==> config.mk <==
export PLATFORM = sky130hd
export DESIGN_NAME = jump_target_unit
export DESIGN_NICKNAME = d
export VERILOG_FILES = /design/src/rtl/jump_target_unit.sv
export SDC_FILE = /design/constraint.sdc
export NUM_CORES = 1
export LEC_CHECK = 0
export ABC_AREA = 1
export BUFFER_PORTS_ARGS = -buffer_cell sky130_fd_sc_hd__clkbuf_2
export CORE_ASPECT_RATIO = 1.2
export CORE_UTILIZATION = 57
export DETAILED_ROUTE_END_ITERATION = 16
export GPL_ROUTABILITY_DRIVEN = 0
export HOLD_SLACK_MARGIN = 0.02
export PLACE_DENSITY = 0.86
export SYNTH_ARGS = -nofsm -noshare
export SYNTH_HDL_FRONTEND = slang
export SYNTH_SLANG_ARGS = --single-unit
==> constraint.sdc <==
create_clock -name clk -period 3.15 [get_ports clk]
set_input_delay 0.1575 -clock clk [delete_from_list [all_inputs] [get_ports clk]]
set_output_delay 0.1575 -clock clk [all_outputs]
set_load 0.05 [all_outputs]
==> src/rtl/jump_target_unit.sv <==
module jump_target_unit #(
  parameter int AW   = 16,
  parameter int OFFW = 10,
  parameter bit PIPE = 1'b1
) (
  input  logic          clk,
  input  logic          rst_n,
  input  logic          in_valid,
  input  logic [15:0]   instr,
  input  logic [AW-1:0] instr_addr,
  input  logic [3:0]    flags_in,
  output logic          out_valid,
  output logic          taken,
  output logic          not_jump,
  output logic [AW-1:0] next_pc,
  output logic [3:0]    flags_out
);

  localparam int EXT = AW - OFFW - 1;
  localparam logic [AW-1:0] STEP = AW'(2);

  logic          is_jmp, cond_ok, c_taken;
  logic [AW-1:0] base, seq_pc, off_bytes, tgt_pc, c_npc;
  logic          fn, fz, fc, fv;

  assign {fn, fz, fc, fv} = flags_in;
  assign is_jmp    = (instr[15:13] == 3'b001);
  assign base      = {instr_addr[AW-1:1], 1'b0};
  assign seq_pc    = base + STEP;
  assign off_bytes = {{EXT{instr[OFFW-1]}}, instr[OFFW-1:0], 1'b0};
  assign tgt_pc    = seq_pc + off_bytes;

  always_comb begin
    case (instr[12:10])
      3'd0:    cond_ok = ~fz;
      3'd1:    cond_ok = fz;
      3'd2:    cond_ok = ~fc;
      3'd3:    cond_ok = fc;
      3'd4:    cond_ok = fn;
      3'd5:    cond_ok = (fn == fv);
      3'd6:    cond_ok = (fn != fv);
      default: cond_ok = 1'b1;
    endcase
  end

  assign c_taken = is_jmp & cond_ok;
  assign c_npc   = c_taken ? tgt_pc : seq_pc;

  generate
    if (PIPE) begin : g_reg
      always_ff @(posedge clk) begin
        if (!rst_n) begin
          out_valid <= 1'b0;
          taken     <= 1'b0;
          not_jump  <= 1'b0;
          next_pc   <= '0;
          flags_out <= '0;
        end else begin
          out_valid <= in_valid;
          if (in_valid) begin
            taken     <= c_taken;
            not_jump  <= ~is_jmp;
            next_pc   <= c_npc;
            flags_out <= flags_in;
          end
        end
      end

      AST_VALID_FOLLOWS: assert property (@(posedge clk) disable iff (!rst_n)
        in_valid |=> out_valid);
      AST_FLAGS_KEPT: assert property (@(posedge clk) disable iff (!rst_n)
        out_valid |-> flags_out == $past(flags_in));
      AST_FOREIGN_NOT_TAKEN: assert property (@(posedge clk) disable iff (!rst_n)
        out_valid && not_jump |-> !taken);
      AST_PC_EVEN: assert property (@(posedge clk) disable iff (!rst_n)
        out_valid |-> next_pc[0] == 1'b0);
      AST_ALWAYS_CODE: assert property (@(posedge clk) disable iff (!rst_n)
        out_valid && !not_jump && $past(instr[12:10]) == 3'b111 |-> taken);
      AST_FALLTHROUGH: assert property (@(posedge clk) disable iff (!rst_n)
        out_valid && !taken |-> next_pc == {$past(instr_addr[AW-1:1]), 1'b0} + STEP);
    end else begin : g_comb
      assign out_valid = in_valid;
      assign taken     = c_taken;
      assign not_jump  = ~is_jmp;
      assign next_pc   = c_npc;
      assign flags_out = flags_in;
    end
  endgenerate

endmodule

Word-level counts from Yosys, hierarchy flattened
Index checks and enable logic that the tools add are counted.
{ "word_totals": {"regBits": 23, "in_bits": 39, "output_inout_bits": 23, "elab_cells": 23} }
{ "classes": {"add_sub_neg": 2, "n_eq_ne": 9, "muxes": 2, "bitwise_logic": 4, "reduce_logical": 1} }
{ "ops": {"columns": ["op", "n"], "rows": [
  ["16-bit adder", 1],
  ["16-bit by 2-bit adder with 16-bit output, second input constant", 1],
  ["16-bit two-way mux", 1],
  ["3-bit equality test, second input constant", 3],
  ["1-bit case mux with 7 select lines", 1],
  ["3-bit by 1-bit equality test with 1-bit output, second input constant", 2],
  ["3-bit by 2-bit equality test with 1-bit output, second input constant", 2],
  ["3-bit logical NOT", 1],
  ["1-bit NOT", 3],
  ["1-bit AND", 1],
  ["1-bit equality test", 1],
  ["1-bit != test", 1]
]} }

Longest topological paths before layout
Gate-level depths: netlist (run 1).
{ "logic_depth": {"depth_word": 4, "ltp_mapped": 19} }

Least setup slack after synthesis (run 1)
Ideal clock, no wire load.
{ "synth_timing": {"path_type": "input-to-reg", "start": "input instr_addr[1]", "end": "register next_pc[12]", "setup_ns": 0.122, "arrival_ns": 1.824, "required_time_ns": 3.028, "slack_ns": 1.205, "path_stages": 14, "n_path_buf": 0, "path_cell_list": "ha_1 -> nand3_1 -> nor2_4 -> nand2_1 -> xor2_1 -> inv_1 -> ha_1 -> a21oi_1 -> a21boi_0 -> nand3_1 -> nand2_1 -> nand3_2 -> nand2_1 -> a21oi_2"} }
{ "synth_between": {"elab_chain_cells": 3} }
{ "synth_rtl": {"columns": ["element", "line", "source"], "rows": [
  ["from (decl)", "10", "input logic [AW-1:0] instr_addr,"],
  ["16-bit by 2-bit adder with 16-bit output *", "29", "assign seq_pc = base + STEP;"],
  ["16-bit adder", "31", "assign tgt_pc = seq_pc + off_bytes;"],
  ["16-bit two-way mux *", "47", "assign c_npc = c_taken ? tgt_pc : seq_pc;"],
  ["to (signal assigned)", "63", "next_pc <= c_npc;"],
  ["to (decl)", "15", "output logic [AW-1:0] next_pc,"]
]} }
Mark *: on every way between the ends. The rest lies on a longest branch, timed or not.
A chain may end at the register's enable or synchronous reset.

Worst setup path after layout (run 1)
{ "layout_timing": {"start": "input instr_addr[1]", "end": "register next_pc[15]"} }
The elaborated chain is that of the path after synthesis.

==> results.yml, run 1 <==
clocking:
  cts_hold_buf: 0
  htreeDepth: 1
  cts_tree: "yes"
  cts_setup_buffers: 0
  clock_path_buffers: 2
  clock_sinks: 22
  cts-root-buf: "clkbuf_8"
  path_clk_slew_ns: 0.07
  worstSkewPairLatency_ns: 0.26
  cts_buffers: 3
  cts_resized: 0
global_routing:
  antenna_found_initial: 0
  grt_pass1_vias: 2237
  overflow: 0
  grt_usage: 0.273
  grt_first_pass_wirelength_mm: 9.07
  grt_max_degree: 23
drt:
  ant_nets: 0
  dr.pass1.iters: 4
  routed_wl_mm: 5.46
  viasPerCell: 5.19
  drcViolationCount: 0
  vias: 2446
  routedWlPerCell_um: 11.6
  first_iter_violations: 138
synthesis:
  syn_nets: 422
  yosysMostFrequentCell: "nand2_1"
  syn_inst: 363
  synth-edff-count: 0
  syn_area_um2: 2250
  synthTopCellsByCount: "108 x nand2_1, 52 x inv_1, 32 x nand3_1, 28 x a21oi_1, 25 x nor2_1"
  ys_top_cells_by_area: "dfxtp_1 20%, nand2_1 18%, ha_1 11%"
  ys_seq_area_frac: 0.196
  async_reset_ff_frac: 0
  ys_types: 37
  ys.flop_type: "dfxtp_1"
  syn_avg_cell_area_um2: 6.19
  yosys_warnings: 0
  yosysTopAreaCellShare: 0.196
  yosysTopAreaCell: "dfxtp_1"
  synth.ff_latch_count: 22
pwr:
  power.density_nw_per_um2: 360
  peakVddDrop_v: 0.000171
  p_leak_nw: 1.45
floorplanning:
  die_w_um: 59.3
  die_y_um: 70.8
  start_util: 0.609
  fp.coreArea_um2: 3690
  ioPinCount: 62
  rows: 24
  die_area_um2: 4200
sta:
  slew_headroom: 0.605
  finalSetupViolCount: 0
  skew_ns: 0
  hold_violations: 0
  fmax_ghz: 0.459
  finalCriticalPeriod_ns: 2.18
  grt_setup_unrepaired: "false"
  finalMaxSlewViolations: 0
  tightest_slew_ns: 0.589
  min_period_over_period: 0.692
  tns_ns: 0
worst_setup_path:
  crit_path_start_kind: "primary input"
  path_max_fanout: 5
  r2r_slack_ns: 2.41
  crit_start: "instr_addr[1]"
  end_kind: "flop"
  criticalPathCategory: "in -> reg"
  r2r_end: "next_pc[15]"
  reg2regPathDepth: 2
  r2r-start: "next_pc[15]"
  critPathArrivalTime_ns: 2.36
  cp.required_ns: 3.33
  crit_path_end: "next_pc[15]"
flow_run:
  drv_cap: 0
final_layout:
  fillers: 350
  finalNetCount: 479
  diodes: 0
  area_growth_pct: 16.6
  final_layout_size_suffix_gt1_frac: 0.198
  stdcell_area_um2: 2620
placement:
  dp_hpwl_mm: 4.41
  dpl_cell_area_um2: 2550
  portBuffers: 59
min_path:
  hold_path_depth: 3
  hp-class: "in -> reg"
run_status:
  status: "finished, final reports clean"
-- metal layers --
metal / global-route usage / part of all wire
met5: 0 / 0
met2: 0.482 / 0.50
met3: 0.0238 / 0.066
met1: 0.335 / 0.42
met4: 0.0979 / 0.016
-- logic make-up after synthesis --
| kind of cell | after synthesis | synth area share |
|---|---|---|
| xor+xnor | 14 | 0.0545 |
| fa+ha+maj | 20 | 0.115 |
| other cells | 1 | 0.00167 |
| compound gates | 50 | 0.119 |
| buf+inv | 63 | 0.120 |
| simple gates | 193 | 0.395 |
| flops | 22 | 0.196 |
-- critical path, cell delays in order --
cell,delay [ns]
clkbuf_2,0.14
ha_1,0.16
nand3_1,0.11
nor2_4,0.17
nand2_1,0.08
xor2_1,0.22
inv_1,0.11
ha_1,0.33
nand2_1,0.11
nor2_1,0.16
nand2_1,0.07
inv_1,0.05
nand2_1,0.06
nand2_1,0.10
inv_1,0.04
nand2_1,0.05
nand3_1,0.07
a21oi_1,0.17
-- where the power goes --
part           total (W)  internal [W]  switching [W]
Clock           0.000259      0.000170      0.0000896
Sequential      0.000307      0.000298     0.00000990
Combinational   0.000378      0.000122       0.000256
-- cell type report --
cell class,count,area [um^2],area share
Multi-Input combinational cell,278,1540,0.586
Sequential cell,22,440,0.168
Timing Repair Buffer,59,295,0.113
Inverter,56,213,0.0811
Tap cell,52,65.1,0.0248
Clock buffer,3,41.3,0.0157
Clock inverter,1,30.0,0.0115
-- cell usage in the layout, fill, tap and decap left out, drive strengths merged, types with 3 or more instances in the layout --
| cell | n |
|---|---|
| nand2 | 111 |
| clkbuf | 62 |
| inv | 55 |
| nand3 | 37 |
| a21oi | 30 |
| nor2 | 30 |
| dfxtp | 22 |
| ha | 19 |
| o21ai | 16 |
| xor2 | 11 |
| nand4 | 5 |
| nand3b | 4 |
| xnor2 | 3 |
| and2 | 3 |
-- worst min-delay path by stage --
| stage | from | to | slack, ns |
|---|---|---|---|
| after global routing | flags_in[1] | flags_out[1] | 0.15 |
| after detailed placement | flags_in[2] | flags_out[2] | 0.41 |
| after CTS | flags_in[2] | flags_out[2] | 0.14 |
| after global placement | flags_in[1] | flags_out[1] | 0.41 |
| final | flags_in[2] | flags_out[2] | 0.13 |
| after floorplan | flags_in[1] | flags_out[1] | 0.29 |
-- state kept, by name, summed over array words and instances, names as in the netlist --
name	cells
out_valid	1
next_pc	15
taken	1
not_jump	1
flags_out	4
-- per-stage QoR --
stage                     cells  total power [W]  hold slack, ns  worst slack, ns   util
after global routing        471          0.00100           0.152            0.749  0.710
after global placement      467         0.000677           0.406            0.826  0.691
after detailed placement    467         0.000688           0.409            0.738  0.691
final                       471         0.000945           0.132            0.969  0.710
after floorplan             363         0.000594           0.292             1.20      -
after CTS                   471         0.000946           0.137            0.998  0.710
Note: power is estimated with default switching activity, not from simulation.
==> run 2, diff against run 1 <==
--- a/config.mk
+++ b/config.mk
@@ -8,11 +8,11 @@
 export ABC_AREA = 1
 export BUFFER_PORTS_ARGS = -buffer_cell sky130_fd_sc_hd__clkbuf_2
 export CORE_ASPECT_RATIO = 1.2
-export CORE_UTILIZATION = 57
+export CORE_UTILIZATION = 48
 export DETAILED_ROUTE_END_ITERATION = 16
 export GPL_ROUTABILITY_DRIVEN = 0
 export HOLD_SLACK_MARGIN = 0.02
-export PLACE_DENSITY = 0.86
+export PLACE_DENSITY = 0.77
 export SYNTH_ARGS = -nofsm -noshare
 export SYNTH_HDL_FRONTEND = slang
 export SYNTH_SLANG_ARGS = --single-unit
==> constraint.sdc (replaced) <==
create_clock -name clk -period 1.8 [get_ports clk]
set_input_delay 0.09 -clock clk [delete_from_list [all_inputs] [get_ports clk]]
set_output_delay 0.09 -clock clk [all_outputs]
set_load 0.05 [all_outputs]
==> results.yml, run 2 (synthesis gave the netlist of run 1 again) <==
run_status:
  status: "finished with violations"
  violations: "negative setup slack"
drt:
  top_layer_used: "met4"
  viasPerCell: 5.19
  drcViolationCount: 0
  first_iter_violations: 151
  route.met3.wl_um: 402
  routedWlPerCell_um: 13.5
  ant_nets: 0
  routed_wl_mm: 7.06
  dr_wl_met2_mm: 3.65
  vias: 2713
  dr.pass1.iters: 5
  met1Wirelength_mm: 2.83
final_layout:
  area_growth_pct: 50.0
  diodes: 0
  largest_registers: "next_pc: 15 flops, flags_out: 4 flops"
  fin_util: 0.774
  layout_common_cells: "95 x nand2_1, 55 x clkbuf_2, 50 x inv_1"
  largest_register: "next_pc"
  largest_reg_flops: 15
  final_common_cell: "nand2_1"
  final_layout_size_suffix_gt1_frac: 0.398
  finalNetCount: 527
floorplanning:
  rows: 26
  fp.coreArea_um2: 4360
  start_util: 0.516
  ioPinCount: 62
  die_w_um: 64.5
  die_area_um2: 4960
  die_y_um: 77.0
worst_setup_path:
  crit_top_cell: "nand2_1"
  path_max_fanout: 4
  end_kind: "flop"
  cpMaxStageDelayCell: "ha_1"
  criticalPathCategory: "in -> reg"
  cpPeakStageDelay_ns: 0.30
  critPathArrivalTime_ns: 2.02
  crit_path_start_kind: "primary input"
  path_cells: "buf_12 > ha_4 > nand3_4 > nor2_4 > xor2_2 > ha_1 > nand2_1 > nand2_1 > o21bai_1 > a21oi_2 > nand2_1 > nand2_1 > nand3_1 > a21oi_1"
  cp_top_family: "simple AND/OR/NAND/NOR gates"
  cp_num_buf_inv: 1
  cp.required_ns: 1.99
pwr:
  p_leak_nw: 1.73
  peakVddDrop_v: 0.000284
  power.density_nw_per_um2: 536
clocking:
  clock_path_buffers: 2
  htreeDepth: 1
  path_clk_slew_ns: 0.08
  clock_sinks: 22
  cts-root-buf: "clkbuf_8"
  cts_buffers: 3
  worstSkewPairLatency_ns: 0.26
  cts_tree: "yes"
  cts_hold_buf: 0
flow_run:
  drv_cap: 0
global_routing:
  grt_usage: 0.253
  grt_pass1_vias: 2462
  grt_max_degree: 22
  grt_first_pass_wirelength_mm: 10.3
  overflow: 0
  antenna_found_initial: 0
placement:
  dp_slack_ns: -0.439
  dp_hpwl_mm: 4.85
  portBuffers: 59
sta:
  fin_ws_ns: -0.0329
  finalCriticalPeriod_ns: 1.83
  grt_setup_unrepaired: "true"
  finalMaxSlewViolations: 0
  tns_ns: -0.0329
  fmax_ghz: 0.546
  skew_ns: 0
  finalSetupViolCount: 1
  hold_violations: 0
  min_period_over_period: 1.02
min_path:
  hp-class: "in -> reg"
run 2: worst paths after layout:
| path | start | end | slack (ns) | depth (start not counted) |
|---|---|---|---|---|
| min reg2reg | next_pc[11] | next_pc[11] | 0.47 | 2 |
| min | flags_in[1] | flags_out[1] | 0.09 | 3 |
| max | instr_addr[1] | next_pc[14] | -0.03 | 14 |
| max reg2reg | next_pc[15] | next_pc[15] | 1.10 | 2 |
run 2: repair_timing:
action / CTS / global route
buffers inserted: 2 / 3
pin swaps: 10 / 23
hold endpoints to repair: 0 / 0
resized for setup: 27 / 56
setup endpoints to repair: 7 / 8
cloned: 0 / 0
run 2: layer usage:
metal / vias to the layer above / track usage
li1: 1363 / -
met1: 1221 / 0.304
met2: 112 / 0.466
met3: 17 / 0.0179
met4: 0 / 0.0822
met5: - / 0
run 2: tightest hold or removal path, cell delays in order:
cell      delay, ns
clkbuf_2       0.09
nor2_1         0.05
nor2_1         0.09
run 2: report_power, final:
part	total (W)	internal (W)	switching, W
logic	0.000922	0.000371	0.000551
registers	0.000537	0.000521	0.0000163
clock network	0.000347	0.000195	0.000152
total	0.00181	0.00109	0.000719
run 2: cell type report:
| class | instances | area (um^2) |
|---|---|---|
| clock buffers | 4 | 55.1 |
| fillers | 323 | 987 |
| inverters | 56 | 213 |
| multi-input cells | 278 | 1890 |
| flip-flops and latches | 22 | 440 |
| well taps | 56 | 70.1 |
| repair buffers | 107 | 707 |
run 2: stage by stage:
stage / hold WS [ns] / power, W / cell area (um^2) / std cells
final: 0.0913 / 0.00181 / 3370 / 523
after CTS: 0.0914 / 0.00170 / 3120 / 521
after global routing: 0.112 / 0.00191 / 3370 / 523
after detailed placement: 0.362 / 0.00131 / 2890 / 515
after floorplan: 0.225 / 0.00104 / 2250 / 363
after global placement: 0.336 / 0.00129 / 2890 / 515
